**src/rtl/attr_pkg.sv**
```systemverilog
package attr_pkg;
  typedef enum logic [1:0] {
    ATTR_NS  = 2'd0,
    ATTR_NSC = 2'd1,
    ATTR_S   = 2'd2
  } attr_e;

  localparam logic [1:0] REG_CTRL  = 2'd0;
  localparam logic [1:0] REG_SEL   = 2'd1;
  localparam logic [1:0] REG_BASE  = 2'd2;
  localparam logic [1:0] REG_LIMIT = 2'd3;

  // Map any 2-bit code onto the three legal attributes; code 3 counts as Secure.
  function automatic attr_e attr_clean(input logic [1:0] code);
    if (code >= 2'd2) return ATTR_S;
    else if (code == 2'd1) return ATTR_NSC;
    else return ATTR_NS;
  endfunction

  function automatic attr_e attr_stronger(input attr_e a, input attr_e b);
    return (a >= b) ? a : b;
  endfunction
endpackage

```
**src/rtl/region_cfg_regs.sv**
```systemverilog
module region_cfg_regs #(
  parameter int NUM_REGIONS = 8,
  parameter int ADDR_W      = 32,
  parameter int GRAN_LOG2   = 5,
  localparam int SEL_W      = $clog2(NUM_REGIONS),
  localparam int BLK_W      = ADDR_W - GRAN_LOG2
) (
  input  logic                              clk,
  input  logic                              rst_n,
  input  logic                              cfg_we,
  input  logic [1:0]                        cfg_addr,
  input  logic [ADDR_W-1:0]                 cfg_wdata,
  output logic [ADDR_W-1:0]                 cfg_rdata,
  output logic                              unit_en,
  output logic                              all_ns,
  output logic [SEL_W-1:0]                  region_sel,
  output logic [NUM_REGIONS-1:0][BLK_W-1:0] base_q,
  output logic [NUM_REGIONS-1:0][BLK_W-1:0] limit_q,
  output logic [NUM_REGIONS-1:0]            reg_en_q,
  output logic [NUM_REGIONS-1:0]            reg_nsc_q
);
  import attr_pkg::*;

  localparam int PAD_W = GRAN_LOG2 - 2;

  always_ff @(posedge clk or negedge rst_n) begin
    if (!rst_n) begin
      unit_en    <= 1'b0;
      all_ns     <= 1'b0;
      region_sel <= '0;
    end else if (cfg_we) begin
      if (cfg_addr == REG_CTRL) begin
        unit_en <= cfg_wdata[0];
        all_ns  <= cfg_wdata[1];
      end
      if (cfg_addr == REG_SEL) region_sel <= cfg_wdata[SEL_W-1:0];
    end
  end

  for (genvar g = 0; g < NUM_REGIONS; g++) begin : g_region
    logic sel_hit;
    assign sel_hit = (region_sel == SEL_W'(g));
    always_ff @(posedge clk or negedge rst_n) begin
      if (!rst_n) begin
        base_q[g]    <= '0;
        limit_q[g]   <= '0;
        reg_en_q[g]  <= 1'b0;
        reg_nsc_q[g] <= 1'b0;
      end else if (cfg_we && sel_hit) begin
        if (cfg_addr == REG_BASE) base_q[g] <= cfg_wdata[ADDR_W-1:GRAN_LOG2];
        if (cfg_addr == REG_LIMIT) begin
          limit_q[g]   <= cfg_wdata[ADDR_W-1:GRAN_LOG2];
          reg_nsc_q[g] <= cfg_wdata[1];
          reg_en_q[g]  <= cfg_wdata[0];
        end
      end
    end
  end

  always_comb begin
    cfg_rdata = '0;
    unique case (cfg_addr)
      REG_CTRL:  cfg_rdata = {{(ADDR_W-2){1'b0}}, all_ns, unit_en};
      REG_SEL:   cfg_rdata = {{(ADDR_W-SEL_W){1'b0}}, region_sel};
      REG_BASE:  cfg_rdata = {base_q[region_sel], {GRAN_LOG2{1'b0}}};
      REG_LIMIT: cfg_rdata = {limit_q[region_sel], {PAD_W{1'b0}},
                              reg_nsc_q[region_sel], reg_en_q[region_sel]};
      default:   cfg_rdata = '0;
    endcase
  end
endmodule

```
**src/rtl/region_match.sv**
```systemverilog
module region_match #(
  parameter int NUM_REGIONS = 8,
  parameter int ADDR_W      = 32,
  parameter int GRAN_LOG2   = 5,
  localparam int BLK_W      = ADDR_W - GRAN_LOG2
) (
  input  logic [ADDR_W-1:0]                 lk_addr,
  input  logic [NUM_REGIONS-1:0][BLK_W-1:0] base_q,
  input  logic [NUM_REGIONS-1:0][BLK_W-1:0] limit_q,
  input  logic [NUM_REGIONS-1:0]            reg_en_q,
  output logic [NUM_REGIONS-1:0]            hit_vec
);
  logic [BLK_W-1:0] blk;
  assign blk = lk_addr[ADDR_W-1:GRAN_LOG2];

  for (genvar g = 0; g < NUM_REGIONS; g++) begin : g_cmp
    logic above_base;
    logic below_limit;
    assign above_base  = (blk >= base_q[g]);
    assign below_limit = (blk <= limit_q[g]);
    assign hit_vec[g]  = reg_en_q[g] && above_base && below_limit;
  end
endmodule

```
**src/rtl/attr_resolve.sv**
```systemverilog
module attr_resolve #(
  parameter int NUM_REGIONS = 8,
  localparam int SEL_W      = $clog2(NUM_REGIONS),
  localparam int CNT_W      = $clog2(NUM_REGIONS + 1)
) (
  input  logic                   unit_en,
  input  logic                   all_ns,
  input  logic [NUM_REGIONS-1:0] hit_vec,
  input  logic [NUM_REGIONS-1:0] reg_nsc_q,
  input  logic                   ext_present,
  input  logic [1:0]             ext_attr,
  output logic [1:0]             lk_attr,
  output logic                   lk_region_hit,
  output logic [SEL_W-1:0]       lk_region,
  output logic                   lk_multi_hit
);
  import attr_pkg::*;

  logic [CNT_W-1:0] hit_cnt;
  logic [SEL_W-1:0] first_idx;
  logic             first_nsc;
  attr_e            unit_res;
  attr_e            final_res;

  always_comb begin
    hit_cnt   = '0;
    first_idx = '0;
    for (int i = NUM_REGIONS - 1; i >= 0; i--) begin
      if (hit_vec[i]) begin
        hit_cnt   = hit_cnt + CNT_W'(1);
        first_idx = SEL_W'(i);
      end
    end
    first_nsc = reg_nsc_q[first_idx];
  end

  always_comb begin
    lk_region_hit = 1'b0;
    lk_multi_hit  = 1'b0;
    lk_region     = '0;
    if (!unit_en) begin
      unit_res = all_ns ? ATTR_NS : ATTR_S;
    end else if (hit_cnt == '0) begin
      unit_res = ATTR_S;
    end else if (hit_cnt == CNT_W'(1)) begin
      unit_res      = first_nsc ? ATTR_NSC : ATTR_NS;
      lk_region_hit = 1'b1;
      lk_region     = first_idx;
    end else begin
      unit_res     = ATTR_S;
      lk_multi_hit = 1'b1;
    end
    final_res = ext_present ? attr_stronger(unit_res, attr_clean(ext_attr)) : unit_res;
    lk_attr   = final_res;
  end
endmodule

```
**src/rtl/addr_attr_unit.sv**
```systemverilog
module addr_attr_unit #(
  parameter int NUM_REGIONS = 8,
  parameter int ADDR_W      = 32,
  parameter int GRAN_LOG2   = 5,
  localparam int SEL_W      = $clog2(NUM_REGIONS),
  localparam int BLK_W      = ADDR_W - GRAN_LOG2
) (
  input  logic              clk,
  input  logic              rst_n,
  input  logic              cfg_we,
  input  logic [1:0]        cfg_addr,
  input  logic [ADDR_W-1:0] cfg_wdata,
  output logic [ADDR_W-1:0] cfg_rdata,
  input  logic [ADDR_W-1:0] lk_addr,
  input  logic              ext_present,
  input  logic [1:0]        ext_attr,
  output logic [1:0]        lk_attr,
  output logic              lk_region_hit,
  output logic [SEL_W-1:0]  lk_region,
  output logic              lk_multi_hit
);
  logic                              unit_en;
  logic                              all_ns;
  logic [SEL_W-1:0]                  region_sel;
  logic [NUM_REGIONS-1:0][BLK_W-1:0] base_q;
  logic [NUM_REGIONS-1:0][BLK_W-1:0] limit_q;
  logic [NUM_REGIONS-1:0]            reg_en_q;
  logic [NUM_REGIONS-1:0]            reg_nsc_q;
  logic [NUM_REGIONS-1:0]            hit_vec;

  region_cfg_regs #(.NUM_REGIONS(NUM_REGIONS), .ADDR_W(ADDR_W), .GRAN_LOG2(GRAN_LOG2)) u_regs (
    .clk        (clk),
    .rst_n      (rst_n),
    .cfg_we     (cfg_we),
    .cfg_addr   (cfg_addr),
    .cfg_wdata  (cfg_wdata),
    .cfg_rdata  (cfg_rdata),
    .unit_en    (unit_en),
    .all_ns     (all_ns),
    .region_sel (region_sel),
    .base_q     (base_q),
    .limit_q    (limit_q),
    .reg_en_q   (reg_en_q),
    .reg_nsc_q  (reg_nsc_q)
  );

  region_match #(.NUM_REGIONS(NUM_REGIONS), .ADDR_W(ADDR_W), .GRAN_LOG2(GRAN_LOG2)) u_match (
    .lk_addr  (lk_addr),
    .base_q   (base_q),
    .limit_q  (limit_q),
    .reg_en_q (reg_en_q),
    .hit_vec  (hit_vec)
  );

  attr_resolve #(.NUM_REGIONS(NUM_REGIONS)) u_resolve (
    .unit_en       (unit_en),
    .all_ns        (all_ns),
    .hit_vec       (hit_vec),
    .reg_nsc_q     (reg_nsc_q),
    .ext_present   (ext_present),
    .ext_attr      (ext_attr),
    .lk_attr       (lk_attr),
    .lk_region_hit (lk_region_hit),
    .lk_region     (lk_region),
    .lk_multi_hit  (lk_multi_hit)
  );
endmodule

```
**config.mk**
```make
export PLATFORM = sky130hd
export DESIGN_NAME = addr_attr_unit
export DESIGN_NICKNAME = d
export VERILOG_FILES = /design/src/rtl/attr_pkg.sv /design/src/rtl/region_cfg_regs.sv /design/src/rtl/region_match.sv /design/src/rtl/attr_resolve.sv /design/src/rtl/addr_attr_unit.sv
export SDC_FILE = /design/constraint.sdc
export NUM_CORES = 1
export LEC_CHECK = 0
export ABC_AREA = 1
export BUFFER_PORTS_ARGS = -buffer_cell sky130_fd_sc_hd__buf_2
export CORE_ASPECT_RATIO = 0.8
export CORE_MARGIN = 5
export CORE_UTILIZATION = 45
export DETAILED_ROUTE_END_ITERATION = 6
export PLACE_DENSITY_LB_ADDON = 0.1
export SETUP_SLACK_MARGIN = 0.2
export SYNTH_ARGS = -nofsm -noshare
export SYNTH_HDL_FRONTEND = slang
export SYNTH_SLANG_ARGS = --single-unit
export TNS_END_PERCENT = 100
```
**constraint.sdc**
```tcl
create_clock -name clk -period 27.7 [get_ports clk]
set_clock_uncertainty 0.2 [all_clocks]
set_input_delay 5.54 -clock clk [delete_from_list [all_inputs] [get_ports clk]]
set_output_delay 5.54 -clock clk [all_outputs]
set_load 0.01 [all_outputs]
```
# Word-level counts from Yosys, hierarchy flattened

Cells that the tools add are included.

Register bits: 453
Logic and storage cells: 164
Output and inout port bits: 39

Muxes and demuxes: 45
Eq/ne operators: 12
Order comparisons: 20
$add $sub $neg: 7
Reduce and logical (&&, ||, !) cells: 45

Operator list:

| kind                                                                  | number |
|---|---|
| 27-bit greater-or-equal comparator                                    | 8 |
| 27-bit <= comparator                                                  | 8 |
| 27-bit binary-select mux with 3-bit select                            | 2 |
| 32-bit case mux with 4 select lines                                   | 1 |
| 27-bit two-way mux                                                    | 2 |
| 2-bit AND reduction                                                   | 18 |
| 3-bit two-way mux                                                     | 11 |
| 4-bit two-way mux                                                     | 7 |
| 4-bit by 1-bit adder with 4-bit output (second input constant)        | 6 |
| 1-bit logical AND                                                     | 24 |
| 2-bit two-way mux                                                     | 7 |
| 3-bit == test (second input constant)                                 | 4 |
| 1-bit two-way mux                                                     | 12 |
| 1-bit binary-select mux with 3-bit select                             | 3 |
| 3-bit by 4-bit < comparator with 1-bit output (second input constant) | 2 |
| 3-bit by 2-bit == test with 1-bit output (second input constant)      | 2 |
| 2-bit by 1-bit == test with 1-bit output (second input constant)      | 2 |
| 2-bit == test (second input constant)                                 | 2 |
| 4-bit by 1-bit == test with 1-bit output (second input constant)      | 1 |
| 4-bit zero test                                                       | 1 |
| 3-bit by 1-bit == test with 1-bit output (second input constant)      | 1 |
| 3-bit zero test                                                       | 1 |
| 1-bit by 1-bit adder with 2-bit output (second input constant)        | 1 |
| 2-bit greater-or-equal comparator                                     | 1 |
| 2 further kinds                                                       | 2 |

# Logic depth before layout (Yosys ltp)

Gate-level depths: netlist of run 1.

Depth in word-level cells: 25
Gate-level depth with buffers: 46

# Hierarchy

Synthesis of run 1 repeated with hierarchy kept, for this count alone.

Cell total of the unflattened synthesis: 4,977
Area total of the unflattened synthesis: 34,131.5 µm²

Modules (own cells, without submodules):

| module          | area an instance (µm²) | cells an instance | sequential area each (µm²) | times used |
|---|---|---|---|---|
| region_cfg_regs | 20,865.0               | 2,727             | 11,335.9                   | 1 |
| region_match    | 12,308.1               | 2,077             | 0.0                        | 1 |
| attr_resolve    | 958.4                  | 173               | 0.0                        | 1 |

# Worst setup path before layout of run 1

No wires, ideal clock.

Path kind: in2out
Start point: input port lk_addr[5]
End point: output port lk_attr[0]
Arrival: 10.754 ns
Buffers on the path: 0
Setup slack: 11.206 ns
Cell stages on the path: 39
Cell sequence: inv_1 > ha_1 > nand4_1 > nor3_1 > nand2_1 > nand3_1 > nand3_2 > ha_1 > nand3_2 > nand2_2 > inv_1 > ha_1 > or2_1 > nand2_1 > inv_1 > ha_1 > nand2_1 > nand2_1 > [3 not listed] > inv_1 > ha_1 > nand2_1 > o21ai_2 > ha_1 > inv_1 > nor2_1 > nand3b_1 > nand2_1 > inv_1 > a21oi_4 > nand3_2 > nand2_2 > inv_2 > ha_1 > o21ai_0 > nand2_1 > a21oi_1

Cells in the longest elaborated chain, start to end: 25
Elaborated cells between the ends (all ways): 66
Classes of those cells: 7 x add/sub; 17 x order compare; 1 x eq/ne; 24 x mux; 17 x reduce/logical

Ends and longest elaborated chain:

| element                                  | RTL line             | text |
|---|---|---|
| from (decl)                              | addr_attr_unit.sv:14 | `input logic [ADDR_W-1:0] lk_addr,` |
| 27-bit greater-or-equal comparator       | region_match.sv:19   | `assign above_base = (blk >= base_q[g]);` |
| 1-bit logical AND (2 in series)          | region_match.sv:21   | `assign hit_vec[g] = reg_en_q[g] && above_base && below_limit;` |
| 1-bit two-way mux                        | attr_resolve.sv:29   | `if (hit_vec[i]) begin` |
| 1-bit by 1-bit adder with 2-bit output   | attr_resolve.sv:30   | `hit_cnt = hit_cnt + CNT_W'(1);` |
| 4-bit two-way mux                        | attr_resolve.sv:29   |  |
| 4-bit by 1-bit adder with 4-bit output   | attr_resolve.sv:30   |  |
| 4-bit two-way mux                        | attr_resolve.sv:29   |  |
| 4-bit by 1-bit adder with 4-bit output   | attr_resolve.sv:30   |  |
| [8 not listed]                           | -                    |  |
| 4-bit two-way mux                        | attr_resolve.sv:29   |  |
| 4-bit by 1-bit == test with 1-bit output | attr_resolve.sv:45   | `end else if (hit_cnt == CNT_W'(1)) begin` |
| 2-bit two-way mux                        | attr_resolve.sv:45   |  |
| 2-bit two-way mux *                      | attr_resolve.sv:43   | `end else if (hit_cnt == '0) begin` |
| 2-bit two-way mux *                      | attr_resolve.sv:41   | `if (!unit_en) begin` |
| 2-bit greater-or-equal comparator        | attr_pkg.sv:21       | `return (a >= b) ? a : b;` |
| 2-bit two-way mux                        | attr_pkg.sv:21       |  |
| 2-bit two-way mux *                      | attr_resolve.sv:53   | `final_res = ext_present ? attr_stronger(unit_res, attr_clean(ext_attr)) : unit_res;` |
| to (decl)                                | addr_attr_unit.sv:17 | `output logic [1:0] lk_attr,` |

Mark *: on every way between the ends. The rest lies on a longest branch, timed or not. The select of a mux whose other input is x is not followed.

# Worst setup path in the final report of run 1

Start point: input port lk_addr[11]
End point: output port lk_attr[0]

Same word-level chain as after synthesis.

==> impl_results.md, run 1 <==
* Setup bufs post-CTS at 0
* ANT nets after route at 0
* DR DRC count at 0
* Synth area leaders: dfrtp_1, ha_1, nand2_1
* Routed WL at approximately 110 mm
* Final setup fails at 0
* Final core occ at 0.5008
* Die width at 305.7 um
* Most common cell after layout, fill and taps aside: nand2_1
* Final HPWL DP at 78.99 mm
* Via-to-Cell Ratio at 5.620
* Design Power at 2.866 mW
* Max-slew violation count at 0
* Synth Instances at approximately 4000
* CTS Sinks at 453
* Layout Nets at 4609
* Post-synthesis mux area share at 0
* Compound-Gate Fraction of Synth Area at 0.1831
* Worst Hold Class: register to register
* GRT overflow at 0
* Top-area cell type share of the netlist area at 0.3602
* Final hold viol count at 0
* Tcrit/Tclk final at 0.6441
* Hold slack at 281.6 ps
* Share of cells above drive strength 1 at 0.07172
* Worst setup SP type: input pin
* Rows at 86
* CP startpoint: lk_addr[11]
* Register bit count reported by yosys at around 450
* Post_cts resized at 0
* Top_reg_cell synth: dfrtp_1
* # IOs at 111
* Pleak at about 17 nW
* Avg Synthesized Cell Area at about 7.7 um^2
* Worst-path maximum fanout at 16
* Worst slew pin tran at 1214 ps
* Post-Syn Area at 0.03147 mm^2
* GR Util All Layers at 0.2910
* Area leader, netlist: dfrtp_1
* Top Family by Delay on Critical Path: simple AND/OR/NAND/NOR gates
* Core area at 0.06908 mm^2
* XOR/XNOR Fraction of Synth Area at 0
* Crit end category: output pin
* CTS HTree Levels at 2
* FFs w/ async S/R, synth at 1.000
* Distinct cells, synth at 52
* Placed Instance Area at between 0.03 and 0.04 mm^2
* CP max stage cell: buf_2
* Fmax at 56.05 MHz
* Vias in the first global route at 26940
* First-pass GRT wire length at 168.0 mm
* Starting Density at 0.4556
* Adder-Cell Fraction of Synth Area at 0.1753
* CP peak stage delay at 480 ps
* Initial DRT Pass Iterations at 6
* Clk root buf: clkbuf_16
* HP Start: u_regs.limit_q[130]
* CTS Buf Count at 54
* Die H at 246.5 um
* Hold buffer count at CTS at 0
* Crit path DAT at ~12000 ps
* Cell Pwr Density at 82.83 mW/mm^2
* Post-route setup TNS at 0 ps
* WS Path Type: input pin to output pin
* Yosys warning total at 0
* Largest family of logic cells by synthesized area: simple AND/OR/NAND/NOR gates
* Worst vdd ir at 56.15 uV
* Worst-skew pair later-pin latency at 620 ps
* Outcome: finished, final reports clean
* Slew margin rel. at 0.1880
* Initial antenna violation count at 1
* Area growth syn-to-layout at 9.923%
* Commonest non-fill, non-tap cells in the layout: nand2_1, inv_1, o21ai_0, dfrtp_1, ha_1
* Worst-path clk slew at 60 ps
* Number of synthesized flops with an enable pin at 0
* Final min period at 17840 ps
* WP buf/inv at 8
* Simple-Gate Fraction of Synth Area at 0.1877
* CTS tree: yes
* Buffers on Ports at 101
* Initial DRC Count at 2515
* Die Area at 0.07536 mm^2
* RSZ-0062 raised after global routing: no
* Register area share after synthesis at 0.3602
* Total number of vias at 28480
* CP required at 21960 ps
* RePlAce Congestion at 0.8902
* Largest net degree at the start of global routing at 95
* DR WL/cell at between 20 and 25 um
* Max cap viols at 0
* Worst R2R Start: u_regs.region_sel[0]
* Cell mode on critical path: nand2_1
* Design Area, Final at roughly 0.035 mm^2
* Clock Tree Buf Depth at 3
sequential cells by signal (all words and copies together), names as in the netlist:
| signal | flops |
|---|---|
| u_regs.reg_en_q | 8 |
| u_regs.region_sel | 3 |
| u_regs.base_q | 216 |
| u_regs.limit_q | 216 |
| u_regs.all_ns | 1 |
| u_regs.unit_en | 1 |
| u_regs.reg_nsc_q | 8 |
worst reg2reg max path, cell delays in order, from the launching register on:
cell and delay, ps:
dfrtp_1 520, inv_1 140, nor2_4 90, buf_4 660, clkinv_2 620, buf_4 550, nor2_1 570, nand2_2 440
buf_4 440, nand2_1 120, o21ai_0 80
cells by family after synthesis:
logic type / count (synthesis)
and+or+nand+nor: 1419
AOI/OAI and AO/OA: 996
buffers and inverters: 783
DFF: 453
adders and majority gates: 441
other: 1
cell type report:
class / count / area (um^2)
Clock inverter: 22 / 190.2
Tap cell: 924 / 1156
Multi-Input combinational cell: 2858 / 17280
Clock buffer: 79 / 1659
Timing Repair Buffer: 127 / 710.7
Fill cell: 7022 / 34490
Sequential cell: 453 / 11340
Inverter: 602 / 2262
Antenna cell: 2 / 5.005
synth_stat cells, types with 13 or more instances:
cell type / n
nand2_1: 1044
dfrtp_1: 453
clkbuf_1: 173
o311ai_0: 37
nand4_1: 67
o2111ai_1: 21
o211ai_1: 20
nand3_2: 13
nor3_1: 13
ha_1: 441
a221oi_1: 53
o22ai_1: 126
nand2_2: 15
o21ai_0: 505
nand3_1: 87
inv_1: 594
a21o_1: 17
nor2_1: 134
a21oi_1: 179
where the power goes:
group          switching (mW)  leakage, nW  internal, mW  total, mW
registers               0.136         5.93         0.854      0.990
clock network           0.311        0.928         0.441      0.752
logic                   0.725         9.97         0.398       1.12
total                    1.17         16.8          1.69       2.87
layer usage:
metal	GRT usage	vias to the layer above	wire length [um]
met5	0	-	0
met2	0.4341	1084	46040
li1	-	13780	-
met3	0.05526	168	10240
met4	0.07195	0	2855
met1	0.4359	13440	52370
final timing paths:
kind / to / slack [ps] / cells past startpoint
worst max-delay path: lk_attr[0] / 9860 / 45
worst min-delay path: u_regs.limit_q[130] / 280 / 2
worst max register to register: u_regs.limit_q[37] / 23110 / 10
worst min register to register: u_regs.limit_q[130] / 280 / 2
max in group asynchronous: u_regs.limit_q[136] / 20360 / 3
min in group asynchronous: u_regs.base_q[76] / 4700 / 1
metrics by stage:
step	cells	setup slack, ps
after floorplan	4094	11210
after global placement	4964	9938
after detailed placement	4964	9894
after CTS	5065	9900
after global routing	5065	9355
final	5067	9859
(Power assumes the default switching activity.)
==> inputs of run 2 (changes only) <==
- clock period: 27.7 -> 16.29 ns (I/O delays scaled with it)
==> impl_results.md, run 2 (synthesized netlist as in run 1, its figures left out) <==
* Most common cell after layout, fill and taps aside: nand2_1
* Design Area, Final at 0.03457 mm^2 (about the same)
* Worst-skew pair later-pin latency at 600 ps (-20 ps)
* RePlAce Congestion at 0.8987 (+0.95%)
* Post-route setup TNS at 0 ps (unchanged)
* Die Area at 0.07536 mm^2 (unchanged)
* CP max stage cell: buf_2
* Cell Pwr Density at 141.4 mW/mm^2 (+71%)
* FF-to-FF path depth at 9 (-1)
* ANT nets after route at 0 (unchanged)
* Hold path depth at 2 (unchanged)
* Worst slew pin tran at 1198 ps (-15.89 ps)
* Commonest non-fill, non-tap cells in the layout: nand2_1, inv_1, o21ai_0, dfrtp_1, ha_1
* Initial DRC Count at 3046 (+21%)
* CTS tree: yes
* Final setup fails at 0 (unchanged)
* Area growth syn-to-layout at 9.855% (about the same)
* CP required at 12830 ps (-9130 ps)
* Placed Instance Area at 0.03273 mm^2 (about the same)
* Worst-path maximum fanout at 16 (unchanged)
* Vias in the first global route at 26480 (-1.7%)
* RSZ-0062 raised after global routing: no
* Hold buffer count at CTS at 0 (unchanged)
* Final min period at approximately 13000 ps
* WP buf/inv at 9 (+1)
* Pleak at 16.80 nW (-0.13%)
* # IOs at 111 (unchanged)
* Design Power at 4.889 mW (+71%)
* GRT overflow at 0 (unchanged)
* Cell mode on critical path: nand2_1
* DR WL/cell at 21.86 um (-0.64%)
* Tcrit/Tclk final at 0.8123
* Crit path DAT at 9770 ps (-2330 ps)
* CP peak stage delay at 450 ps (-30 ps)
* Top Family by Delay on Critical Path: simple AND/OR/NAND/NOR gates
* Antenna cells at 0 (-2)
* DR DRC count at 1 (+1)
* Max cap viols at 0 (unchanged)
* Outcome: finished with violations
* Share of cells above drive strength 1 at 0.06942 (-0.002298)
* Starting Density at 0.4556 (unchanged)
* Final hold viol count at 0 (unchanged)
* Via-to-Cell Ratio at 5.607 (-0.23%)
* Initial DRT Pass Iterations at 7 (+1)
* Largest net degree at the start of global routing at 109 (+15%)
* GR Util All Layers at 0.2882 (-0.002810)
* Slew margin rel. at 0.1953 (+0.007314)
* Initial antenna violation count at 2 (+1)
* Filler cells at 6985 (-0.53%)
* Clock Tree Buf Depth at 3 (unchanged)
* Failing checks: design-rule violations
* Final HPWL DP at 79.86 mm (+1.1%)
* Post_cts resized at 0 (unchanged)
* WS Path Type: input pin to output pin
* Setup bufs post-CTS at 0 (unchanged)
* Crit end category: output pin
* Worst Hold Class: register to register
* Worst vdd ir at 87.65 uV (+56%)
* CTS Sinks at 453 (unchanged)
* Buffers on Ports at 101 (unchanged)
* Crit path depth at 44 (-2.2%)
* Die H at 246.5 um (unchanged)
* Clk root buf: clkbuf_16
* CTS Buf Count at 52 (-3.7%)
* Fmax at 75.57 MHz
* Max-slew violation count at 0 (unchanged)
* Die width at 305.7 um (unchanged)
* Routed WL at 110.6 mm (-0.82%)
* Placed cell count at 4963 (-0.020%)
* Total number of vias at 28360 (-0.41%)
* CTS HTree Levels at 2 (unchanged)
* Worst setup SP type: input pin
* Layout Nets at 4606 (-0.065%)
* Worst-path clk slew at 50 ps (about the same)
* Fin cells at 5058 (-0.18%)
* Largest registers: u_regs.base_q (216), u_regs.limit_q (216)
* Rows at 86 (unchanged)
* Final core occ at 0.5005 (about the same)
* First-pass GRT wire length at 166.7 mm (-0.77%)
* Core area at 0.06908 mm^2 (unchanged)
run 2: changes by cell type in the layout (fill, tap and decap cells not counted):
cell	change
inv_2	+1
buf_4	-1
clkinv_2	-10
diode_2	-2
clkbuf_16	-4
clkinvlp_4	-1
clkbuf_8	+1
bufinv_16	+4
clkbuf_1	+3
run 2: report_power, final:
part	total [mW]	switching, mW	internal (mW)
logic	1.92	1.25	0.677
registers	1.68	0.227	1.45
clock network	1.29	0.510	0.777
run 2: layout make-up:
class / instances / area [um^2] / share of cell area
sequential: 453 / 11340 / 0.3279
clock buffer: 79 / 1584 / 0.04581
timing repair buffer: 126 / 703.2 / 0.02034
inverter: 602 / 2261 / 0.06539
tap: 924 / 1156 / 0.03344
multi-input combinational: 2858 / 17280 / 0.4997
clock inverter: 16 / 257.7 / 0.007455
run 2: metal layers:
layer	wire length (um)	part of all wire	global-route usage
met1	52280	0.47	0.4413
met5	0	0	0
met2	45580	0.41	0.4243
met3	10010	0.091	0.04744
met4	2716	0.025	0.07008
run 2: worst min-delay path: cells and delay by family, from the launching register on:
family          cells  cell delay [ps]
compound gates      1               60
flops               1              340
simple gates        1               50
run 2: worst paths after layout:
path | startpoint | to | slack [ps]
worst max-delay path | lk_addr[15] | lk_attr[0] | 3060
worst min-delay path | u_regs.base_q[76] | u_regs.base_q[76] | 280
worst max register to register | u_regs.region_sel[0] | u_regs.limit_q[144] | 11920
worst min register to register | u_regs.base_q[76] | u_regs.base_q[76] | 280
max in group asynchronous | rst_n | u_regs.base_q[147] | 10460
min in group asynchronous | rst_n | u_regs.base_q[48] | 2440
run 2: per-stage QoR:
stage | setup slack [ps] | hold WS, ps
global placement | 3229 | 265.5
global route | 2617 | 294.7
floorplan | 4360 | 253.0
finish | 3057 | 281.6
CTS | 3114 | 287.6
detailed placement | 3118 | 272.3
